`config.mk`:
```
export PLATFORM = sky130hd
export DESIGN_NAME = cmdrsp_fifo_engine
export DESIGN_NICKNAME = d
export VERILOG_FILES = /design/src/rtl/cre_pkg.sv /design/src/rtl/cmd_len_tracker.sv /design/src/rtl/xfer_buf.sv /design/src/rtl/cmdrsp_fifo_engine.sv
export SDC_FILE = /design/constraint.sdc
export NUM_CORES = 2
export LEC_CHECK = 0
export BUFFER_PORTS_ARGS = -buffer_cell sky130_fd_sc_hd__clkbuf_2
export CAP_MARGIN = 0
export CELL_PAD_IN_SITES_DETAIL_PLACEMENT = 1
export CELL_PAD_IN_SITES_GLOBAL_PLACEMENT = 1
export CORE_MARGIN = 3
export CORE_UTILIZATION = 52
export CTS_CLUSTER_DIAMETER = 80
export CTS_CLUSTER_SIZE = 14
export DETAILED_ROUTE_END_ITERATION = 8
export GPL_TIMING_DRIVEN = 0
export PLACE_DENSITY_LB_ADDON = 0.1
export SYNTH_ARGS = -nofsm -noshare
export SYNTH_HDL_FRONTEND = slang
export SYNTH_SLANG_ARGS = --single-unit
```
`constraint.sdc`:
```
create_clock -name clk_i -period 11.7 [get_ports clk_i]
set_input_delay 1.755 -clock clk_i [delete_from_list [all_inputs] [get_ports clk_i]]
set_output_delay 1.755 -clock clk_i [all_outputs]
set_load 0.02 [all_outputs]
```
`src/rtl/cre_pkg.sv`:
```
package cre_pkg;
  typedef enum logic [2:0] {
    ST_IDLE, ST_READY, ST_RECV, ST_SEND, ST_COLLECT, ST_RESP
  } eng_state_e;

  localparam logic [11:0] OFS_STATUS = 12'h018;
  localparam logic [11:0] OFS_FIFO   = 12'h024;

  localparam int BIT_VALID  = 7;
  localparam int BIT_CMDRDY = 6;
  localparam int BIT_GO     = 5;
  localparam int BIT_AVAIL  = 4;
  localparam int BIT_EXPECT = 3;

  localparam logic [1:0] FAMILY_CODE = 2'b01;
  localparam int HDR_MIN = 6;
endpackage

```
`src/rtl/cmd_len_tracker.sv`:
```
module cmd_len_tracker
  import cre_pkg::*;
#(
  parameter int CNT_W = 32
) (
  input  logic             clk_i,
  input  logic             rst_ni,
  input  logic             clear_i,
  input  logic             push_i,
  input  logic [7:0]       byte_i,
  output logic [CNT_W-1:0] cnt_o,
  output logic             need_more_o
);
  logic [CNT_W-1:0] cnt_q;
  logic [31:0]      len_q;

  always_ff @(posedge clk_i or negedge rst_ni) begin
    if (!rst_ni) begin
      cnt_q <= '0;
      len_q <= '0;
    end else if (clear_i) begin
      cnt_q <= '0;
      len_q <= '0;
    end else if (push_i) begin
      cnt_q <= cnt_q + 1'b1;
      // header bytes 2..5 form the big-endian length
      if (cnt_q >= CNT_W'(2) && cnt_q <= CNT_W'(5)) len_q <= {len_q[23:0], byte_i};
    end
  end

  assign cnt_o       = cnt_q;
  assign need_more_o = (cnt_q < CNT_W'(HDR_MIN)) || (64'(cnt_q) < 64'(len_q));

  p_push_needs_more_r5: assert property (@(posedge clk_i) disable iff (!rst_ni)
    push_i |-> need_more_o);
endmodule

```
`src/rtl/xfer_buf.sv`:
```
module xfer_buf #(
  parameter int DEPTH = 128,
  localparam int AW = $clog2(DEPTH)
) (
  input  logic          clk_i,
  input  logic          rst_ni,
  input  logic          we_i,
  input  logic [AW-1:0] waddr_i,
  input  logic [7:0]    wdata_i,
  input  logic [AW-1:0] raddr_i,
  output logic [7:0]    rdata_o
);
  logic [7:0] mem_q [DEPTH];

  always_ff @(posedge clk_i) begin
    if (we_i) mem_q[waddr_i] <= wdata_i;
  end

  assign rdata_o = mem_q[raddr_i];

  p_waddr_in_range_r11: assert property (@(posedge clk_i) disable iff (!rst_ni)
    we_i |-> (32'(waddr_i) < DEPTH));
endmodule

```
`src/rtl/cmdrsp_fifo_engine.sv`:
```
module cmdrsp_fifo_engine
  import cre_pkg::*;
#(
  parameter int BUF_DEPTH = 128,
  parameter int ADDR_W    = 12
) (
  input  logic              clk_i,
  input  logic              rst_ni,
  input  logic              bus_en_i,
  input  logic              bus_we_i,
  input  logic [ADDR_W-1:0] bus_addr_i,
  input  logic [31:0]       bus_wdata_i,
  output logic [31:0]       bus_rdata_o,
  output logic              cmd_valid_o,
  output logic [7:0]        cmd_data_o,
  output logic              cmd_last_o,
  input  logic              cmd_ready_i,
  input  logic              rsp_valid_i,
  input  logic [7:0]        rsp_data_i,
  input  logic              rsp_last_i,
  output logic              rsp_ready_o
);
  localparam int AW    = $clog2(BUF_DEPTH);
  localparam int PTR_W = $clog2(BUF_DEPTH + 1);
  localparam int CNT_W = 32;

  eng_state_e       state_q;
  logic [PTR_W-1:0] fill_q, xfer_q, rsp_len_q, rd_q;
  logic [CNT_W-1:0] rcv_cnt;
  logic             need_more;
  logic [7:0]       buf_rdata;
  logic [7:0]       low_byte;
  logic [15:0]      burst;

  logic wr_sts, wr_fifo, rd_fifo, executing;
  logic cmd_rdy_req, go_req, push, store, avail, pop;
  logic send_fire, rsp_fire, rsp_store;

  assign wr_sts  = bus_en_i && bus_we_i && bus_addr_i == ADDR_W'(OFS_STATUS);
  assign wr_fifo = bus_en_i && bus_we_i && bus_addr_i == ADDR_W'(OFS_FIFO);
  assign rd_fifo = bus_en_i && !bus_we_i && bus_addr_i == ADDR_W'(OFS_FIFO);

  assign executing   = state_q == ST_SEND || state_q == ST_COLLECT;
  assign cmd_rdy_req = wr_sts && bus_wdata_i[BIT_CMDRDY] && !executing;
  assign go_req      = wr_sts && bus_wdata_i[BIT_GO] && !bus_wdata_i[BIT_CMDRDY]
                       && state_q == ST_RECV && !need_more;
  assign push        = wr_fifo && (state_q == ST_READY || state_q == ST_RECV) && need_more;
  assign store       = push && fill_q < PTR_W'(BUF_DEPTH);
  assign avail       = state_q == ST_RESP && rd_q < rsp_len_q;
  assign pop         = rd_fifo && avail;

  assign cmd_valid_o = state_q == ST_SEND;
  assign cmd_last_o  = cmd_valid_o && xfer_q == fill_q - 1'b1;
  assign cmd_data_o  = buf_rdata;
  assign send_fire   = cmd_valid_o && cmd_ready_i;
  assign rsp_ready_o = state_q == ST_COLLECT;
  assign rsp_fire    = rsp_valid_i && rsp_ready_o;
  assign rsp_store   = rsp_fire && xfer_q < PTR_W'(BUF_DEPTH);

  cmd_len_tracker #(.CNT_W(CNT_W)) u_len (
    .clk_i, .rst_ni,
    .clear_i    (cmd_rdy_req),
    .push_i     (push),
    .byte_i     (bus_wdata_i[7:0]),
    .cnt_o      (rcv_cnt),
    .need_more_o(need_more)
  );

  xfer_buf #(.DEPTH(BUF_DEPTH)) u_buf (
    .clk_i, .rst_ni,
    .we_i   (store || rsp_store),
    .waddr_i(store ? fill_q[AW-1:0] : xfer_q[AW-1:0]),
    .wdata_i(store ? bus_wdata_i[7:0] : rsp_data_i),
    .raddr_i(state_q == ST_SEND ? xfer_q[AW-1:0] : rd_q[AW-1:0]),
    .rdata_o(buf_rdata)
  );

  always_ff @(posedge clk_i or negedge rst_ni) begin
    if (!rst_ni) begin
      state_q   <= ST_IDLE;
      fill_q    <= '0;
      xfer_q    <= '0;
      rsp_len_q <= '0;
      rd_q      <= '0;
    end else begin
      if (store) fill_q <= fill_q + 1'b1;
      unique case (state_q)
        ST_IDLE, ST_READY, ST_RECV, ST_RESP: begin
          if (cmd_rdy_req) begin
            state_q <= ST_READY;
            fill_q  <= '0;
            rd_q    <= '0;
          end else if (go_req) begin
            state_q <= ST_SEND;
            xfer_q  <= '0;
          end else if (push) begin
            state_q <= ST_RECV;
          end else if (pop) begin
            rd_q <= rd_q + 1'b1;
          end
        end
        ST_SEND: if (send_fire) begin
          if (cmd_last_o) begin
            state_q <= ST_COLLECT;
            xfer_q  <= '0;
          end else begin
            xfer_q <= xfer_q + 1'b1;
          end
        end
        ST_COLLECT: if (rsp_fire) begin
          if (rsp_store) xfer_q <= xfer_q + 1'b1;
          if (rsp_last_i) begin
            state_q   <= ST_RESP;
            rsp_len_q <= xfer_q + PTR_W'(rsp_store);
            rd_q      <= '0;
          end
        end
        default: state_q <= ST_IDLE;
      endcase
    end
  end

  always_comb begin
    low_byte = 8'h00;
    burst    = 16'h0;
    unique case (state_q)
      ST_IDLE:  burst = 16'(BUF_DEPTH);
      ST_READY: begin
        low_byte[BIT_CMDRDY] = 1'b1;
        burst = 16'(BUF_DEPTH);
      end
      ST_RECV: begin
        low_byte[BIT_VALID]  = 1'b1;
        low_byte[BIT_EXPECT] = need_more;
        burst = 16'(BUF_DEPTH) - 16'(fill_q);
      end
      ST_SEND, ST_COLLECT: low_byte[BIT_VALID] = 1'b1;
      ST_RESP: begin
        low_byte[BIT_VALID] = 1'b1;
        low_byte[BIT_AVAIL] = avail;
        burst = 16'(rsp_len_q) - 16'(rd_q);
      end
      default: ;
    endcase
  end

  always_comb begin
    bus_rdata_o = 32'h0;
    if (bus_addr_i == ADDR_W'(OFS_STATUS))
      bus_rdata_o = {4'h0, FAMILY_CODE, 2'b00, burst, low_byte};
    else if (bus_addr_i == ADDR_W'(OFS_FIFO))
      bus_rdata_o = {24'h0, avail ? buf_rdata : 8'hFF};
  end

  logic unused_ok;
  assign unused_ok = ^{bus_wdata_i[31:8], rcv_cnt};

  p_burst_bound_r3: assert property (@(posedge clk_i) disable iff (!rst_ni)
    32'(burst) <= BUF_DEPTH);
  p_expect_avail_excl_r8: assert property (@(posedge clk_i) disable iff (!rst_ni)
    !(low_byte[BIT_EXPECT] && low_byte[BIT_AVAIL]));
  p_go_gate_r6: assert property (@(posedge clk_i) disable iff (!rst_ni)
    (state_q == ST_RECV && need_more) |=> state_q != ST_SEND);
  p_send_stream_r7: assert property (@(posedge clk_i) disable iff (!rst_ni)
    (send_fire && !cmd_last_o) |=> cmd_valid_o);
  p_rd_ptr_r9: assert property (@(posedge clk_i) disable iff (!rst_ni)
    state_q == ST_RESP |-> rd_q <= rsp_len_q);
  p_ready_clear_r12: assert property (@(posedge clk_i) disable iff (!rst_ni)
    cmd_rdy_req |=> (state_q == ST_READY && fill_q == '0));
endmodule

```
==> impl_metrics.toml <==
[status]
status = "finished with violations"
violations = "capacitance limit, slew limit"

[clock_network]
clk_latency_ns = 0.71
cts_hold_buf = 0
htree_num_levels = 3
clk_path_buf_depth = 3
cts_root_buffer = "clkbuf_16"
post-cts-setup-buffer-count = 0
cts_tree = "done"
clk_pin_slew_ns = 0.07
clock-sinks = 1123
postCtsResizedCells = 0
cts_buffers = 91

[critical_path]
cp-endpoint = "bus_rdata_o[5]"
arrival_ns = 7.65
critPathLaunchType = "register"
cp-startpoint = "xfer_q[1]"
required_ns = 9.95
crit_fanout = 10
worstSetupPathType = "register to primary output"
reg2reg_depth = 12
crit_path_end_kind = "primary output"
r2r_slack_ns = 5.76
timing.rr.start = "u_len.cnt_o[30]"
rr_endpoint = "u_buf.mem_q[67][5]"

[yosys]
ys_warn_count = 0
syn_area_um2 = 48490
synth_area_per_cell_um2 = 12.70
yosys-top-cells-area = "edfxtp_1 63%, nand2_1 5.8%, dfrtp_1 5.1%, mux2i_1 4.3%, nand3_1 3.4%"
synth-seq-area-share_pct = 68.52
synth_area_leader_cell = "edfxtp_1"
netlist_instances = 3818
synth_cell_types = 88
synthFlopType = "edfxtp_1"
synthArstFlopShare_pct = 8.816
synth.top_cell.area_share_pct = 63.41
synth_edf_count = 1024
ys_ff_latch = 1123

[route]
viasPerCell = 7.083
num_vias = 38087
ant_nets = 0
first_pass_iters = 8
route.detailed.drc = 0
routed_wl_um = 218500
drtIter0Drc = 7166
wire_per_inst_um = 40.63

[sta]
tightest_slew_ns = 1.603
hold_violations = 0
min_period_ns = 9.404
fmax_ghz = 0.1063
setup-violations-final = 0
finalMaxSlewViolations = 55
fin_skew_ns = 0.03819
fin_tns_setup_ns = 0
max-slew-margin-rel_pct = -6.892
grt_setup_unrepaired = "false"
fin_crit_sh_pct = 80.38

[final_layout]
nFillCells = 9103
drive_gt1_share_pct = 13.57
fin_nets = 4193
areaGrowthSynthToFinish_pct = 13.46

[placement]
dpl.hpwl_um = 152000
globalplace.congestion = 1.035
portBuffers = 70

[power_and_ir_drop]
power.density_nw_per_um2 = 141.2
power_frac_seq_pct = 56.6
ir_drop_uv = 136.9
combPwrFrac_pct = 5.3
sw_frac_of_total_pct = 23.17
clock_power_share_pct = 38.1
p_int_w = 0.005969
p_leak_nw = 19.43
p_sw_w = 0.001800
power_w = 0.007768

[global_route]
grt_pass1_vias = 37009
overflow = 0
antenna_found_initial = 15
grt_pass1_wl_um = 295800
grt_max_degree = 100
grt_usage_pct = 44.48

[worst_hold_path]
hold_class = "register to register"

[floorplan]
rows = 111
coreArea_um2 = 92080
start_util_pct = 52.67
die-area_um2 = 96960
die_h_um = 311.4
die_w_um = 311.4
io_pins = 102

[run]
maxCapViolations = 9
## placed cells by master, fill, tap and decap left out, types with 75 or more instances in the layout
cell type,count
edfxtp_1,1024
nand2_1,746
nand3_1,328
mux2i_1,205
nor2_1,139
clkbuf_1,134
a21oi_1,116
dfrtp_1,99
buf_2,94
clkbuf_16,93
nor3_2,88
inv_1,78
o21ai_0,75
## state kept, by name (all words and copies together), names as in the netlist
| name | flops |
|---|---|
| fill_q | 8 |
| state_q | 3 |
| u_len.cnt_o | 32 |
| rsp_len_q | 8 |
| xfer_q | 8 |
| u_buf.mem_q | 1024 |
| rd_q | 8 |
| u_len.len_q | 32 |
## metrics by stage
stage | cell area [µm²] | std cells | utilization [%] | hold WS (ns) | setup WS, ns
after global routing | 55000 | 5369 | 59.73 | 0.5286 | 2.611
after global placement | 50420 | 5137 | 54.76 | 0.4698 | -6.589
after floorplan | 48520 | 3824 | - | 0.4505 | 2.119
after detailed placement | 52370 | 5232 | 56.87 | 0.4875 | 3.688
after CTS | 54950 | 5367 | 59.67 | 0.5027 | 2.936
final | 55020 | 5377 | 59.75 | 0.4967 | 2.296
## worst min-delay path by stage
stage,startpoint,endpoint,slack (ns),cells after the start
floorplan,rd_q[7],rd_q[7],0.45,1
global placement,rsp_len_q[5],rsp_len_q[5],0.47,2
detailed placement,rsp_len_q[5],rsp_len_q[5],0.49,2
CTS,rsp_len_q[5],rsp_len_q[5],0.50,2
global route,rsp_len_q[0],rsp_len_q[0],0.53,1
finish,rd_q[7],rd_q[7],0.50,1
## layer usage
metal	routed length, µm	up-vias	global-route usage [%]
met5	105	-	0
met4	16560	12	26.27
li1	-	14700	-
met1	77500	19199	59.03
met2	89460	3371	62.07
met3	34850	805	17.29
## power groups by stage
stage               clock, W  combinational (W)  sequential, W
floorplan                  0           0.000183        0.00450
global placement           0           0.000335        0.00454
detailed placement         0           0.000387        0.00449
CTS                  0.00293           0.000387        0.00440
global route         0.00307           0.000420        0.00440
finish               0.00296           0.000409        0.00440
## area by class of cell
| type | count | area, µm² | share of cell area [%] |
|---|---|---|---|
| timing repair buffer | 167 | 1772 | 3.220 |
| antenna | 8 | 20.02 | 0.03639 |
| sequential | 1123 | 33230 | 60.39 |
| multi-input combinational | 2368 | 14310 | 26.01 |
| buffer | 254 | 1262 | 2.295 |
| clock inverter | 9 | 116.4 | 0.2115 |
| tap | 1243 | 1555 | 2.827 |
| inverter | 79 | 296.5 | 0.5390 |
| clock buffer | 126 | 2461 | 4.473 |
## synth_stat cells (17+ instances only)
cell and count:
a31oi_1 50, xnor2_1 41, nor2_1 145, buf_2 92, a32oi_1 20, nand2_1 746, buf_4 40, o22ai_1 25
nor4_1 32, and3_1 37, ha_1 49, mux2i_1 206, inv_1 78, dfrtp_1 99, or3_1 17, a211oi_1 35
a21oi_1 117, nand4_1 31, edfxtp_1 1024, o21ai_0 83, o221ai_1 21, nor3_1 143, nand3_1 328, clkbuf_1 106
## logic make-up (layout without fill, tap and decap cells)
kind of cell	after synthesis	in the layout	share of synthesized area [%]
adders and majority gates	50	50	1.306
xor gates and xnor gates	48	48	0.8669
AOI/OAI and AO/OA	495	495	6.855
other	1	15	0.007733
muxes	228	228	5.026
buffers and inverters	333	635	3.202
DFF	1123	1123	68.52
and+or+nand+nor	1540	1540	14.22
## worst max-delay path, stage by stage (launching register included)
cell	delay, ns
dfrtp_1	0.41
buf_2	0.21
and4b_1	0.22
buf_2	0.18
a21o_1	0.21
buf_2	0.33
buf_2	0.34
nor2_1	1.01
clkbuf_1	1.21
nand3_1	0.25
a41oi_1	1.07
a211oi_1	0.18
mux2i_1	0.92
o21a_1	0.20
clkbuf_2	0.17
Power figures use the tool's default switching activity.
